==> config.mk <==
export PLATFORM = sky130hd
export DESIGN_NAME = parity_chain
export DESIGN_NICKNAME = d
export VERILOG_FILES = /design/src/rtl/parity_chain_pkg.sv /design/src/rtl/parity_tree.sv /design/src/rtl/parity_cell.sv /design/src/rtl/parity_out_stage.sv /design/src/rtl/parity_chain.sv
export SDC_FILE = /design/constraint.sdc
export NUM_CORES = 1
export LEC_CHECK = 0
export BUFFER_PORTS_ARGS = -buffer_cell sky130_fd_sc_hd__clkbuf_2
export CAP_MARGIN = 20
export CORE_MARGIN = 3
export CORE_UTILIZATION = 25
export CTS_CLUSTER_DIAMETER = 60
export DETAILED_ROUTE_END_ITERATION = 16
export GPL_TIMING_DRIVEN = 0
export SLEW_MARGIN = 0
export SYNTH_ARGS = -nofsm -noshare
export SYNTH_HDL_FRONTEND = slang
export SYNTH_SLANG_ARGS = --single-unit
==> constraint.sdc <==
create_clock -name clk -period 5.2 [get_ports clk]
set_clock_uncertainty 0.15 [all_clocks]
set_input_delay 1.56 -clock clk [delete_from_list [all_inputs] [get_ports clk]]
set_output_delay 1.56 -clock clk [all_outputs]
set_load 0.02 [all_outputs]
==> src/rtl/parity_chain_pkg.sv <==
package parity_chain_pkg;

    localparam int CELL_W  = 9;
    localparam int FRESH_W = CELL_W - 1;

    typedef struct packed {
        logic par;
        logic oe;
        logic err_n;
    } pc_out_t;

    localparam pc_out_t PC_RESET = '{par: 1'b0, oe: 1'b0, err_n: 1'b1};

endpackage

==> src/rtl/parity_tree.sv <==
module parity_tree #(
    parameter int W = 9
) (
    input  logic [W-1:0] bits,
    output logic         odd
);
    localparam int HALF = W / 2;

    generate
        if (W == 1) begin : g_leaf
            assign odd = bits[0];
        end else begin : g_split
            logic lo_odd;
            logic hi_odd;
            parity_tree #(.W(HALF)) u_lo (
                .bits (bits[HALF-1:0]),
                .odd  (lo_odd)
            );
            parity_tree #(.W(W - HALF)) u_hi (
                .bits (bits[W-1:HALF]),
                .odd  (hi_odd)
            );
            assign odd = lo_odd ^ hi_odd;
        end
    endgenerate
endmodule

==> src/rtl/parity_cell.sv <==
module parity_cell
    import parity_chain_pkg::*;
(
    input  logic [CELL_W-1:0] bits,
    input  logic              rx_sel,
    input  logic              pin,
    output pc_out_t           res
);
    logic odd;

    parity_tree #(.W(CELL_W)) u_tree (
        .bits (bits),
        .odd  (odd)
    );

    always_comb begin
        res.par   = ~odd;
        res.oe    = ~rx_sel;
        // mismatch: the incoming bit equals the data's own odd-parity flag
        res.err_n = ~(rx_sel & (odd == pin));
    end
endmodule

==> src/rtl/parity_out_stage.sv <==
module parity_out_stage
    import parity_chain_pkg::*;
#(
    parameter bit REG_OUT = 1'b1
) (
    input  logic    clk,
    input  logic    rst,
    input  pc_out_t in_res,
    output pc_out_t out_res
);
    generate
        if (REG_OUT) begin : g_reg
            pc_out_t res_d;
            pc_out_t res_q;

            always_comb begin
                res_d = in_res;
                if (rst) begin
                    res_d = PC_RESET;
                end
            end

            always_ff @(posedge clk) begin
                res_q <= res_d;
            end

            assign out_res = res_q;
        end else begin : g_wire
            assign out_res = in_res;
        end
    endgenerate
endmodule

==> src/rtl/parity_chain.sv <==
module parity_chain
    import parity_chain_pkg::*;
#(
    parameter int  CELLS   = 4,
    parameter bit  REG_OUT = 1'b1,
    localparam int DATA_W  = FRESH_W * CELLS + 1
) (
    input  logic              clk,
    input  logic              rst,
    input  logic              rx_sel,
    input  logic [DATA_W-1:0] data,
    input  logic              parity_in,
    output logic              parity_out,
    output logic              parity_oe,
    output logic              err_n
);
    localparam int LINKS = (CELLS > 1) ? CELLS - 1 : 1;

    logic [LINKS-1:0]  link;
    logic [CELL_W-1:0] last_bits;
    pc_out_t           cell_res;
    pc_out_t           stage_res;

    generate
        if (CELLS > 1) begin : g_chain
            for (genvar k = 0; k < CELLS - 1; k++) begin : g_link
                logic [CELL_W-1:0] stage_bits;
                logic              stage_odd;
                if (k == 0) begin : g_first
                    assign stage_bits = data[CELL_W-1:0];
                end else begin : g_next
                    assign stage_bits = {data[FRESH_W*k + FRESH_W -: FRESH_W], link[k-1]};
                end
                parity_tree #(.W(CELL_W)) u_tree (
                    .bits (stage_bits),
                    .odd  (stage_odd)
                );
                // forwarded stages always generate, so they pass on the inverted flag
                assign link[k] = ~stage_odd;
            end
            assign last_bits = {data[DATA_W-1 -: FRESH_W], link[CELLS-2]};
        end else begin : g_single
            assign link      = '0;
            assign last_bits = data[CELL_W-1:0];
        end
    endgenerate

    parity_cell u_last (
        .bits   (last_bits),
        .rx_sel (rx_sel),
        .pin    (parity_in),
        .res    (cell_res)
    );

    parity_out_stage #(.REG_OUT(REG_OUT)) u_out (
        .clk     (clk),
        .rst     (rst),
        .in_res  (cell_res),
        .out_res (stage_res)
    );

    assign parity_out = stage_res.par;
    assign parity_oe  = stage_res.oe;
    assign err_n      = stage_res.err_n;
endmodule

## Yosys cells after proc, flatten, opt, wreduce, memory -nomap -nowiden

Index checks and enable logic that the tools add are counted.

| storage, ports and cells | value |
|---|---|
| bits in registers | 3 |
| input port bits | 37 |
| output and inout port bits | 3 |
| logic and storage cells | 43 |

| cells by class | value |
|---|---|
| equality and inequality tests | 1 |
| bitwise gates (word level) | 39 |

Operators with widths:

| operator | number |
|---|---|
| $xor A1 B1 Y1 | 32 |
| $not A1 Y1 | 6 |
| $and A1 B1 Y1 | 1 |
| $eq A1 B1 Y1 | 1 |

## Longest topological paths before layout

| logic depth | value |
|---|---|
| depth after elaboration | 19 |
| mapped depth | 6 |
| depth with buffers taken out | 6 |

## Cells and area by module

Synthesis repeated with hierarchy kept, for this count alone.

| unflattened totals | value |
|---|---|
| cell total of the unflattened synthesis | 81 |
| area total of the unflattened synthesis | 665.6 µm² |

By module, submodules not included:

| module | instances | cells each | area an instance (µm²) | seq. area each (µm²) |
|---|---|---|---|---|
| parity_tree (g_chain.g_link[0].u_tree ...) | 32 | 1 | 8.8 | 0.0 |
| parity_tree (g_chain.g_link[0].u_tree.g_split.u_hi.g_split.u_hi.g_split.u_hi.g_split.u_hi ...) | 36 | 1 | 7.5 | 0.0 |
| parity_out_stage | 1 | 6 | 83.8 | 60.1 |
| parity_cell | 1 | 4 | 20.0 | 0.0 |
| parity_chain | 1 | 3 | 11.3 | 0.0 |

## Worst setup path after synthesis

Ideal clock, no wire load.

| path | value |
|---|---|
| path kind | input -> register |
| start | input port data[24] |
| end | register u_out.g_reg.res_q, in the netlist u_out.out_res[0] |
| setup time | 0.123 ns |
| arrival | 2.688 ns |
| data required time | 4.927 ns |
| path slack | 2.240 ns |
| stages on the path | 6 |
| buffers on the path | 0 |
| path through | xor2_1 > xnor2_1 > xnor2_2 > xnor3_1 > xnor2_1 > nand3b_1 |

| between the ends | value |
|---|---|
| longest elaborated chain between the ends | 11 |

Ends and longest elaborated chain:

| what | line | text |
|---|---|---|
| start, declared | parity_chain.sv:11 | `input logic [DATA_W-1:0] data,` |
| $xor A1 B1 Y1 (4 in a row) | parity_tree.sv:23 | `assign odd = lo_odd ^ hi_odd;` |
| $not A1 Y1 | parity_chain.sv:39 | `assign link[k] = ~stage_odd;` |
| $xor A1 B1 Y1 (3 in a row) | parity_tree.sv:23 |  |
| $eq A1 B1 Y1 | parity_cell.sv:20 | `res.err_n = ~(rx_sel & (odd == pin));` |
| $and A1 B1 Y1 | parity_cell.sv:20 |  |
| $not A1 Y1 | parity_cell.sv:20 |  |
| end signal, assigned | parity_out_stage.sv:24 | `res_q <= res_d;` |
| end, declared | parity_out_stage.sv:14 | `pc_out_t res_q;` |

Every way passes these cells.
A chain may end at the register's enable or synchronous reset.

## Worst setup path in the final report

| path | value |
|---|---|
| start | input port data[12] |
| end | register u_out.g_reg.res_q, in the netlist u_out.out_res[0] |

| between the ends | value |
|---|---|
| longest elaborated chain between the ends | 14 |

Ends and longest elaborated chain:

| what | line |
|---|---|
| $xor A1 B1 Y1 (3 in a row) | parity_tree.sv:23 |
| $not A1 Y1 | parity_chain.sv:39 |
| $xor A1 B1 Y1 (3 in a row) | parity_tree.sv:23 |
| $not A1 Y1 | parity_chain.sv:39 |
| $xor A1 B1 Y1 (3 in a row) | parity_tree.sv:23 |
| $eq A1 B1 Y1 | parity_cell.sv:20 |
| $and A1 B1 Y1 | parity_cell.sv:20 |
| $not A1 Y1 | parity_cell.sv:20 |

Every way passes these cells.

==> out/qor.txt <==
1st-iter DRT viols - 1
most common cell after layout, fill and taps aside - clkbuf_2
ranking of synthesized cells by area - xnor2_1 54%, dfxtp_1 15%, xnor3_1 12%, xor2_1 11%, xnor2_2 4.2%
syn avg cell area - 10.27 µm²
final setup violating endpoints - 0
f_max - 345.7 MHz
CTS tree - built
Worst EP required - 5.16 ns
vias per cell - 3.938
Tmin final - 2.893 ns
Sw Share - 32.55%
maximum clock path buffer count - 2
crit share post-route - 55.63%
global-route wire length before repair - 1248 µm
Synth top area share - 53.85%
Cell variety after synth - 7
LEAKAGE - 0.3173 nW
Startpoint Class - input pin
DR DRC count - 0
mapped cell area - 390.4 µm²
Seq/Total Area, Yosys - 15.38%
CP Max Fanout - 2
DR pass1 iterations - 2
Antenna Cells - 0
wire per inst - 8.146 µm
GRT Util Overall - 8.805%
Post-CTS Setup Inserts - 0
vias - 378
Switch Pwr - 0.06627 mW
post_cts resized - 0
Setup TNS - 0 ns
pin count of the biggest net entering global routing - 4
RSZ-0062 raised after global routing - no
Sink Count - 3
dpl hpwl - 740.5 µm
area grow syn2layout - 61.54%
worst vdd ir - 0.1438 mV
PD cells - 322.9 nW/µm²
Max-slew headroom - 83.21%
Synth Warn # - 0
Seq cells post-synth - 3
Tightest Hold Check Type - in2reg
Core Footprint - 1383 µm²
Initial Utilization - 28.24%
Clock Power Share - 20.0%
Hold Vio Cnt, Final - 0
Critical Path Sink Type - flip-flop
die area - 2072 µm²
CTS Buf Count - 3
row count - 13
worst slack, placed - 2.067 ns
worst path arrival time - 2.85 ns
Mapped Nets - 75
Worst-path clk slew - 0.04 ns
clock root cell - clkbuf_4
final WL - 782 µm
max reg flops - 3
crit path kind - in2reg
number of max-cap violations - 0
share of cells above drive strength 1 - 53.09%
Post-Syn Instances - 38
status - finished, final reports clean
initial antenna violation count - 0
Pint - 0.1373 mW
Seq pwr share - 15.8%
Setup WS post-layout - 2.307 ns
Hold Buf Count CTS - 0
Slew Limit Fails - 0
Routed Antenna Nets - 0
vias in the first global route - 354
H-tree Lvls - 1
DIE WIDTH - 45.52 µm
gr ovfl total - 0
Die Y - 45.52 µm
Port-buffer cells - 39
Logic pwr share - 64.1%
commonest cells after routing, fill and taps aside - 39 x clkbuf_2, 24 x xnor2_1, 5 x xor2_1
gpl congestion - 0.5499
NumNets Final - 119
I/O pin count - 40
transition time at the pin with the least slew margin - 0.2500 ns
area leader, netlist - xnor2_1
-- metal layers --
metal	share of wire (%)	track usage, %	vias to the layer above
met5	0	0	-
met4	3.1	10.53	0
met3	8.1	1.186	2
met2	62	14.76	14
met1	26	8.333	160
li1	-	-	202
-- cell type report --
cell class	count	area, µm²
clock buffers	4	26.28
fillers	142	752.0
well taps	15	18.77
multi-input cells	35	330.3
flip-flops and latches	3	60.06
repair buffers	39	195.2
-- kinds of logic (layout without fill, tap and decap cells) --
| logic type | Yosys count | in the layout | synth area share (%) |
|---|---|---|---|
| xor+xnor | 32 | 32 | 80.77 |
| buf+inv | 0 | 43 | 0 |
| flops | 3 | 3 | 15.39 |
| simple gates | 3 | 3 | 3.848 |
-- synth_stat cells (all sizes together) --
library cell and count:
dfxtp 3, nand3b 1, nor2 2, xnor2 25, xnor3 2, xor2 5
-- metrics by stage --
stage	utilization (%)	hold slack [ns]	instances	power (mW)	instance area, µm²
5_1_grt	45.61	1.347	96	0.2228	630.6
2_1_floorplan	-	1.477	38	0.1368	390.4
3_3_place_gp	43.71	1.589	92	0.1646	604.3
6_report	45.61	1.352	96	0.2036	630.6
4_1_cts	45.61	1.343	96	0.2085	630.6
3_5_place_dp	43.71	1.588	92	0.1657	604.3
-- critical path, stage by stage --
cell      delay, ns
clkbuf_2       0.09
xor2_1         0.16
xnor2_1        0.19
xnor2_1        0.15
xnor3_1        0.46
xnor2_1        0.17
nand3b_1       0.08
-- power groups by stage --
stage          logic [mW]  registers [mW]  clock network [mW]
2_1_floorplan      0.0945          0.0423                   0
3_3_place_gp        0.132          0.0330                   0
3_5_place_dp        0.133          0.0328                   0
4_1_cts             0.133          0.0324              0.0428
5_1_grt             0.144          0.0333              0.0456
6_report            0.131          0.0323              0.0408
-- path summary, 6_finish.rpt --
| path | from | end | slack, ns | cells past startpoint |
|---|---|---|---|---|
| worst max-delay path | data[12] | u_out.out_res[0] | 2.31 | 7 |
| worst min-delay path | rx_sel | u_out.out_res[1] | 1.35 | 2 |
No activity file was read; power rests on OpenSTA's default activity.
